**src/rtl/cla16.sv**
```systemverilog
module cla16 #(
  parameter int W  = 16,
  parameter int GW = 4
) (
  input  logic [W-1:0] a,
  input  logic [W-1:0] b,
  input  logic         cin,
  output logic [W-1:0] sum,
  output logic         cout
);
  localparam int NG = W / GW;

  logic [W-1:0]  bp;
  logic [W-1:0]  bg;
  logic [NG-1:0] grp_p;
  logic [NG-1:0] grp_g;
  logic [NG:0]   grp_c;

  assign bp = a ^ b;
  assign bg = a & b;

  for (genvar k = 0; k < NG; k++) begin : g_grp
    logic [GW-1:0] lp, lg;
    logic [GW-1:0] lc;
    logic          gp, gg;

    assign lp = bp[k*GW +: GW];
    assign lg = bg[k*GW +: GW];

    always_comb begin
      lc[0] = grp_c[k];
      for (int i = 1; i < GW; i++) begin
        logic acc, term;
        term = grp_c[k];
        for (int m = 0; m < i; m++) term = term & lp[m];
        acc = term;
        for (int j = 0; j < i; j++) begin
          term = lg[j];
          for (int m = j + 1; m < i; m++) term = term & lp[m];
          acc = acc | term;
        end
        lc[i] = acc;
      end
    end

    always_comb begin
      gp = &lp;
      gg = 1'b0;
      for (int j = 0; j < GW; j++) begin
        logic term;
        term = lg[j];
        for (int m = j + 1; m < GW; m++) term = term & lp[m];
        gg = gg | term;
      end
    end

    assign grp_p[k] = gp;
    assign grp_g[k] = gg;
    assign sum[k*GW +: GW] = lp ^ lc;
  end

  always_comb begin
    grp_c[0] = cin;
    for (int k = 1; k <= NG; k++) begin
      logic acc, term;
      term = cin;
      for (int m = 0; m < k; m++) term = term & grp_p[m];
      acc = term;
      for (int j = 0; j < k; j++) begin
        term = grp_g[j];
        for (int m = j + 1; m < k; m++) term = term & grp_p[m];
        acc = acc | term;
      end
      grp_c[k] = acc;
    end
  end

  assign cout = grp_c[NG];
endmodule

```
**config.mk**
```make
export PLATFORM = sky130hd
export DESIGN_NAME = cla16
export DESIGN_NICKNAME = d
export VERILOG_FILES = /design/src/rtl/cla16.sv
export SDC_FILE = /design/constraint.sdc
export NUM_CORES = 1
export LEC_CHECK = 0
export ABC_AREA = 1
export BUFFER_PORTS_ARGS = -buffer_cell sky130_fd_sc_hd__buf_4
export CAP_MARGIN = 0
export CORE_MARGIN = 2
export CORE_UTILIZATION = 48
export DETAILED_ROUTE_END_ITERATION = 6
export PLACE_DENSITY = 0.88
export SLEW_MARGIN = 25
export SYNTH_ARGS = -nofsm -noshare
export SYNTH_HDL_FRONTEND = slang
export SYNTH_SLANG_ARGS = --single-unit
```
**constraint.sdc**
```tcl
create_clock -name vclk -period 3.5
set_clock_uncertainty 0.1 [all_clocks]
set_input_delay 0.35 -clock vclk [all_inputs]
set_output_delay 0.35 -clock vclk [all_outputs]
set_load 0.02 [all_outputs]
```
==> impl_results.md, run 1 <==
* Outcome: completed
* CP endpoint kind: output pin
* Mapped Nets at 156
* # clk buffers at 0
* Synth Area in Compound Gates at 0.0814
* Final instance area at 1130 um^2
* Final hold violation count at 0
* Initial antenna violation count at 0
* Synth top area cells: ha_1 (34%), nand2_1 (12%), fa_1 (11%)
* Cell count after synthesis at 99
* Num sequential at 0
* Synth top cells by count: nand2_1 (24), ha_1 (20), inv_1 (12)
* Worst VDD drop at 117 uV
* Crit path time final at 2.66 ns
* Max FO, Critical Path at 4
* Buffers on Ports at 50
* Post-synthesis cell type count at 17
* Synthesized cell area at 738 um^2
* Lkg Pwr at 0.649 nW
* Synth area leader: ha_1
* Core area at 1470 um^2
* WL per Instance at 11.1 um
* Final Power at 0.268 mW
* Pin count of the biggest net entering global routing at 5
* Clock power share at 0
* # rows at 14
* Total grt overflow at 0
* P_int at 0.125 mW
* Storage element area at 0 um^2
* Slew headroom at 0.867
* Max Slew Vio Count at 0
* Chip height at 43.2 um
* Placed inst area at 1130 um^2
* Number of global-route vias before repair at 794
* First-pass GRT wire length at 3010 um
* Switching power total at 0.143 mW
* Xor and xnor fraction of the mapped netlist area at 0.142
* Max Cap Viol at 0
* Final period utilization at 0.761
* Largest family of logic cells by synthesized area: adder cells
* Post-route antenna net violation count at 0
* Most numerous cell in the Yosys netlist: nand2_1
* DP Cell Count at 165
* GP Congestion at 0.769
* Layout Nets at 208
* Fmax achieved at 0.376 GHz
* Worst-Margin Slew at 0.200 ns
* Initial core utilization at 0.502
* Avg Inst Size Synth at 7.46 um^2
* Area growth from synthesis to layout at 53.6%
* Post-CTS sizing at 0
* Die width at 43.2 um
* Drt first pass iters at 3
* Synth warnings at 0
* Vias at 814
* Post-CTS Setup Repair Bufs at 0
* Sequential power share at 0
* CP Class: in2out
* Adder-Cell Fraction of Synth Area at 0.447
* Residual DRC at 0
* Non-filler instance count after layout at 165
* CP startpoint kind: input port
* Hold_buf cts at 0
* Yosys top cell area share at 0.339
* N_diodes at 0
* Setup TNS at 0 ns
* Gr usage total at 0.198
* Worst Path Arrival at 2.21 ns
* Io pins at 50
* Starting DRT DRC Count at 4
* Die ar. at 1870 um^2
* Min-delay worst type: in2out
* CP required at 3.05 ns
* Final setup viols at 0
* WL final at 1820 um
* HPWL reported at the end of detailed placement at 1740 um
* Combinational share of power at 1.000
* RSZ-0062 raised after global routing: false
* Mux contribution to synthesized area at 0
* Finished Core Util at 0.770
* Sw Share at 0.535
* Synth Area in Simple Gates at 0.268
* Sequential share of the synthesized area at 0
* Via-to-Cell Ratio at 4.93
* Power density cells at 236 nW/um^2
* Share of cells above drive strength 1 at 0.409
[per-layer routing]
layer,wire [um],up-vias,track usage,share of wire
li1,-,425,-,-
met4,0,0,0.0242,0
met3,93,0,0.00426,0.051
met2,1070,23,0.409,0.59
met5,0,-,0,0
met1,658,366,0.221,0.36
[worst max-delay path, cell delays in order]
cell     delay (ns)
buf_4          0.11
ha_1           0.34
nand2_1        0.11
nand2_1        0.05
nand2_1        0.06
nand2_2        0.06
o21ai_0        0.14
nand3_1        0.15
ha_1           0.21
nand2_1        0.06
nand3_1        0.10
a21oi_1        0.17
xnor2_1        0.14
buf_4          0.16
[worst paths after layout]
kind              depth (start not counted)  endpoint  start
setup / recovery                         14   sum[11]   a[1]
hold / removal                            3   sum[12]  b[12]
[cell type report]
type / instances / area, um^2
tap: 16 / 20.0
multi-input combinational: 87 / 693
timing repair buffer: 50 / 375
fill: 132 / 338
inverter: 12 / 45.0
[cell usage in the layout, fill, tap and decap left out, drive strengths merged]
cell	count
xor2	8
ha	20
a21oi	8
or2	1
nand2	27
fa	4
nor3	1
xnor2	4
buf	50
nand4	1
nand3	7
o21ai	1
o21bai	1
nor2	4
inv	12
[power groups by stage]
stage,Clock (mW),Sequential (mW),Combinational [mW]
finish,0,0,0.268
global placement,0,0,0.260
detailed placement,0,0,0.270
floorplan,0,0,0.160
global route,0,0,0.289
CTS,0,0,0.271
[per-stage QoR]
stage	worst slack (ns)	hold WS [ns]
after CTS	0.816	0.988
after global routing	0.614	1.00
final	0.837	0.983
after floorplan	1.09	0.856
after global placement	0.870	0.974
after detailed placement	0.825	0.988
[cells by family (layout without fill, tap and decap cells)]
family	count (synthesis)	after routing
AND/OR/NAND/NOR	41	41
adder cells (fa/ha/maj)	24	24
XOR/XNOR	12	12
buffers and inverters	12	62
AO/OA/AOI/OAI	10	10
(Power assumes the default switching activity.)
==> run 2: changes to the inputs <==
- ABC_AREA: 1 -> 0
- CORE_UTILIZATION: 48 -> 44
- PLACE_DENSITY: 0.88 -> 0.81
- clock period: 3.5 -> 2.49 ns (I/O delays scaled with it)
==> run 2 against run 1 <==
The run now fails in global routing (5_1_grt). Synthesized area fell by 1.4%. Synthesized cell count decreased by 16%.
==> impl_results.md, run 2 <==
* Io pins at 50
* Worst EP Category: top-level output
* Yosys top cell area share at 0.344
* Pin count of the biggest net entering global routing at 5
* Cell count after synthesis at 83
* Mapped Nets at 140
* Synth warnings at 0
* Die width at 44.7 um
* Worst_ep grt: sum[15]
* Most numerous cell in the Yosys netlist: ha_1
* Total grt overflow at 26
* Synthesized cell area at 728 um^2
* Initial core utilization at 0.478
* Buffers on Ports at 50
* Tool error: [ERROR GRT-0232] Routing congestion too high. Check the congestion heatmap in the GUI.
* Synth top cells by count: ha_1 (20), nor2_1 (11), o21a_1 (6)
* Post-synthesis cell type count at 23
* Fail Step: global routing (5_1_grt)
* HPWL reported at the end of detailed placement at 1810 um
* Sequential share of the synthesized area at 0
* Gr usage total at 0.645
* Outcome: did not finish
* Synth top area cells: ha_1 (34%), fa_1 (11%), o21a_1 (6.2%)
* GP Congestion at 0.766
* # rows at 14
* Synth area leader: ha_1
* Post-Place Setup Slack at -0.237 ns
* Avg Inst Size Synth at 8.77 um^2
* Hold_buf cts at 0
* Chip height at 44.7 um
-- run 2: stage by stage --
step / cells / hold WS [ns] / area, um^2
after floorplan: 83 / 0.654 / 736
after global placement: 165 / 0.773 / 1250
after detailed placement: 165 / 0.789 / 1250
after CTS: 166 / 0.793 / 1460
-- run 2: metal layers --
metal,global-route usage,overflow
met2,0.887,16
met3,0.404,0
met1,0.570,0
met5,0,0
met4,0.818,10
-- run 2: kinds of logic after synthesis --
logic type      after synthesis  share of synthesized area
fa+ha+maj                    24                      0.454
buf+inv                       4                     0.0206
xor+xnor                      9                      0.108
compound gates               22                      0.270
simple gates                 24                      0.148
-- run 2: repair_timing --
action / CTS
buffers inserted: 1
hold endpoints to repair: 0
pin swaps: 20
resized for setup: 29
cloned: 0
endpoints found under the setup margin: 8
==> run 3: changes to the inputs <==
- CORE_AREA: not set -> 2 2 63 65
- CORE_MARGIN: 2 -> not set
- CORE_UTILIZATION: 44 -> not set
- DIE_AREA: not set -> 0 0 65 67
- PLACE_DENSITY: 0.81 -> not set
- PLACE_DENSITY_LB_ADDON: not set -> 0.15
==> run 3 against run 2 <==
The flow now finishes without violations. Synthesized area did not move. Synthesized cell count is the same.
==> impl_results.md, run 3 <==
* Worst Path Arrival at 2.11 ns
* First-pass GRT wire length at 3510 um
* Worst-Margin Slew at 0.258 ns
* Core area at 3610 um^2
* Drt first pass iters at 3
* Post-synthesis cell type count at 23
* Max FO, Critical Path at 2
* Pin count of the biggest net entering global routing at 5
* Total grt overflow at 0
* Final hold violation count at 0
* M2 GR Usage at 0.206
* Top delay family on crit path: simple AND/OR/NAND/NOR gates
* Post-route antenna net violation count at 0
* Slew headroom at 0.828
* Delay of the slowest cell on the worst path at 0.39 ns
* Power density cells at 305 nW/um^2
* Sequential share of the synthesized area at 0
* CP Class: in2out
* Vias at 845
* Fmax achieved at 0.406 GHz
* Avg Inst Size Synth at 8.77 um^2
* Most common cell after layout, fill and taps aside: buf_4
* # rows at 22
* CP endpoint kind: output pin
* Initial core utilization at 0.202
* CP cell instances: buf_4 > ha_4 > a21oi_4 > nor2_2 > or3_4 > ha_4 > o21a_1 > o21a_1 > nor2_1 > xnor2_1 > buf_4
* Combinational share of power at 1.000
* Cell count after synthesis at 83
* Num sequential at 0
* RSZ-0062 raised after global routing: true
* Crit path time final at 2.46 ns
* Number of global-route vias before repair at 844
* CP startpoint kind: input port
* Share of cells above drive strength 1 at 0.656
* WP buf/inv at 2
* WL final at 2080 um
* Lkg Pwr at 0.687 nW
* Switching power total at 0.220 mW
* Die ar. at 4360 um^2
* Buffers on Ports at 50
* Mapped Nets at 140
* Hold Crit Start: b[12]
* Via-to-Cell Ratio at 4.25
* Clock power share at 0
* Layout Nets at 210
* Synthesized cell area at 728 um^2
* P_int at 0.245 mW
* HPWL reported at the end of detailed placement at 1790 um
* DP Cell Count at 197
* Area growth from synthesis to layout at 109%
* Outcome: completed
* Slowest CP cell: or3_4
* Synth warnings at 0
* Initial antenna violation count at 0
* N_diodes at 0
* Hold Path Cell Cnt at 3
* Chip height at 67 um
* GP Congestion at 0.665
* Hold Path Sink: sum[12]
* Worst VDD drop at 111 uV
* Residual DRC at 0
* Gr usage total at 0.0965
* Synth top area cells: ha_1 (34%), fa_1 (11%), o21a_1 (6.2%)
* Die width at 65 um
* Storage element area at 0 um^2
* Busiest layer in global routing: met2
* CP required at 2.14 ns
* GR met3 Demand/Resource at 0.00338
* Yosys top cell area share at 0.344
* WL per Instance at 10.5 um
* Max Cap Viol at 0
* Non-filler instance count after layout at 199
* Sequential power share at 0
* Min-delay worst type: in2out
* Final setup viols at 0
* Commonest non-fill, non-tap cells in the layout: buf_4 (63), ha_4 (11), nor2_1 (7), ha_1 (7), o21a_1 (6)
* Final period utilization at 0.989
* # clk buffers at 0
* Placed inst area at 1290 um^2
* Synth top cells by count: ha_1 (20), nor2_1 (11), o21a_1 (6)
* Met1 track demand over resource at 0.110
* Synth area leader: ha_1
* Max Slew Vio Count at 0
* Sw Share at 0.473
* Starting DRT DRC Count at 18
* Final instance area at 1520 um^2
* Min Hold Slack at 0.770 ns
* Most numerous cell in the Yosys netlist: ha_1
* Io pins at 50
-- run 3: cell counts after synthesis --
No cell type changed its count.
-- run 3: kinds of logic after synthesis --
| family | share of synthesized area |
|---|---|
| AOI/OAI and AO/OA | 0.270 |
| xor gates and xnor gates | 0.108 |
| adders and majority gates | 0.454 |
| buffers and inverters | 0.0206 |
| and+or+nand+nor | 0.148 |
-- run 3: area by class of cell --
type	count	area (um^2)
Fill cell	375	2080
Multi-Input combinational cell	79	913
Timing Repair Buffer	68	533
Tap cell	48	60.1
Inverter	4	15.0
-- run 3: metrics by stage --
stage	power [mW]	setup slack, ns	setup TNS, ns	util
floorplan	0.231	0.0203	0	-
global placement	0.408	-0.217	-0.502	0.358
detailed placement	0.412	-0.252	-0.671	0.358
CTS	0.461	-0.00915	-0.00915	0.414
global route	0.507	-0.0668	-0.110	0.422
finish	0.465	0.0286	0	0.422
-- run 3: tightest hold or removal path: stages --
cell	delay (ns)
buf_4	0.09
fa_1	0.15
buf_4	0.13
-- run 3: timing repair --
item / in CTS / in global routing
hold buffers: 0 / 0
resized for setup: 29 / 5
endpoints found under the setup margin: 9 / 4
setup buffers: 1 / 1
pin swaps: 19 / 7
hold endpoints to repair: 0 / 0
-- run 3: power by group through the flow --
stage	Sequential, mW	Combinational (mW)	Clock [mW]
floorplan	0	0.231	0
global placement	0	0.408	0
detailed placement	0	0.412	0
CTS	0	0.461	0
global route	0	0.507	0
finish	0	0.465	0
-- run 3: worst max path at each step --
stage | from | to | cells past startpoint
5_1_grt | b[2] | sum[15] | 12
4_1_cts | b[9] | sum[15] | 12
3_5_place_dp | a[7] | sum[15] | 12
3_3_place_gp | a[7] | sum[15] | 12
2_1_floorplan | a[5] | sum[15] | 10
6_report | b[0] | sum[7] | 11
-- run 3: per-layer routing --
layer  vias up  wire, um
met2        27      1170
met3         0       101
met4         0         0
li1        435         -
met1       383       812
met5         -         0
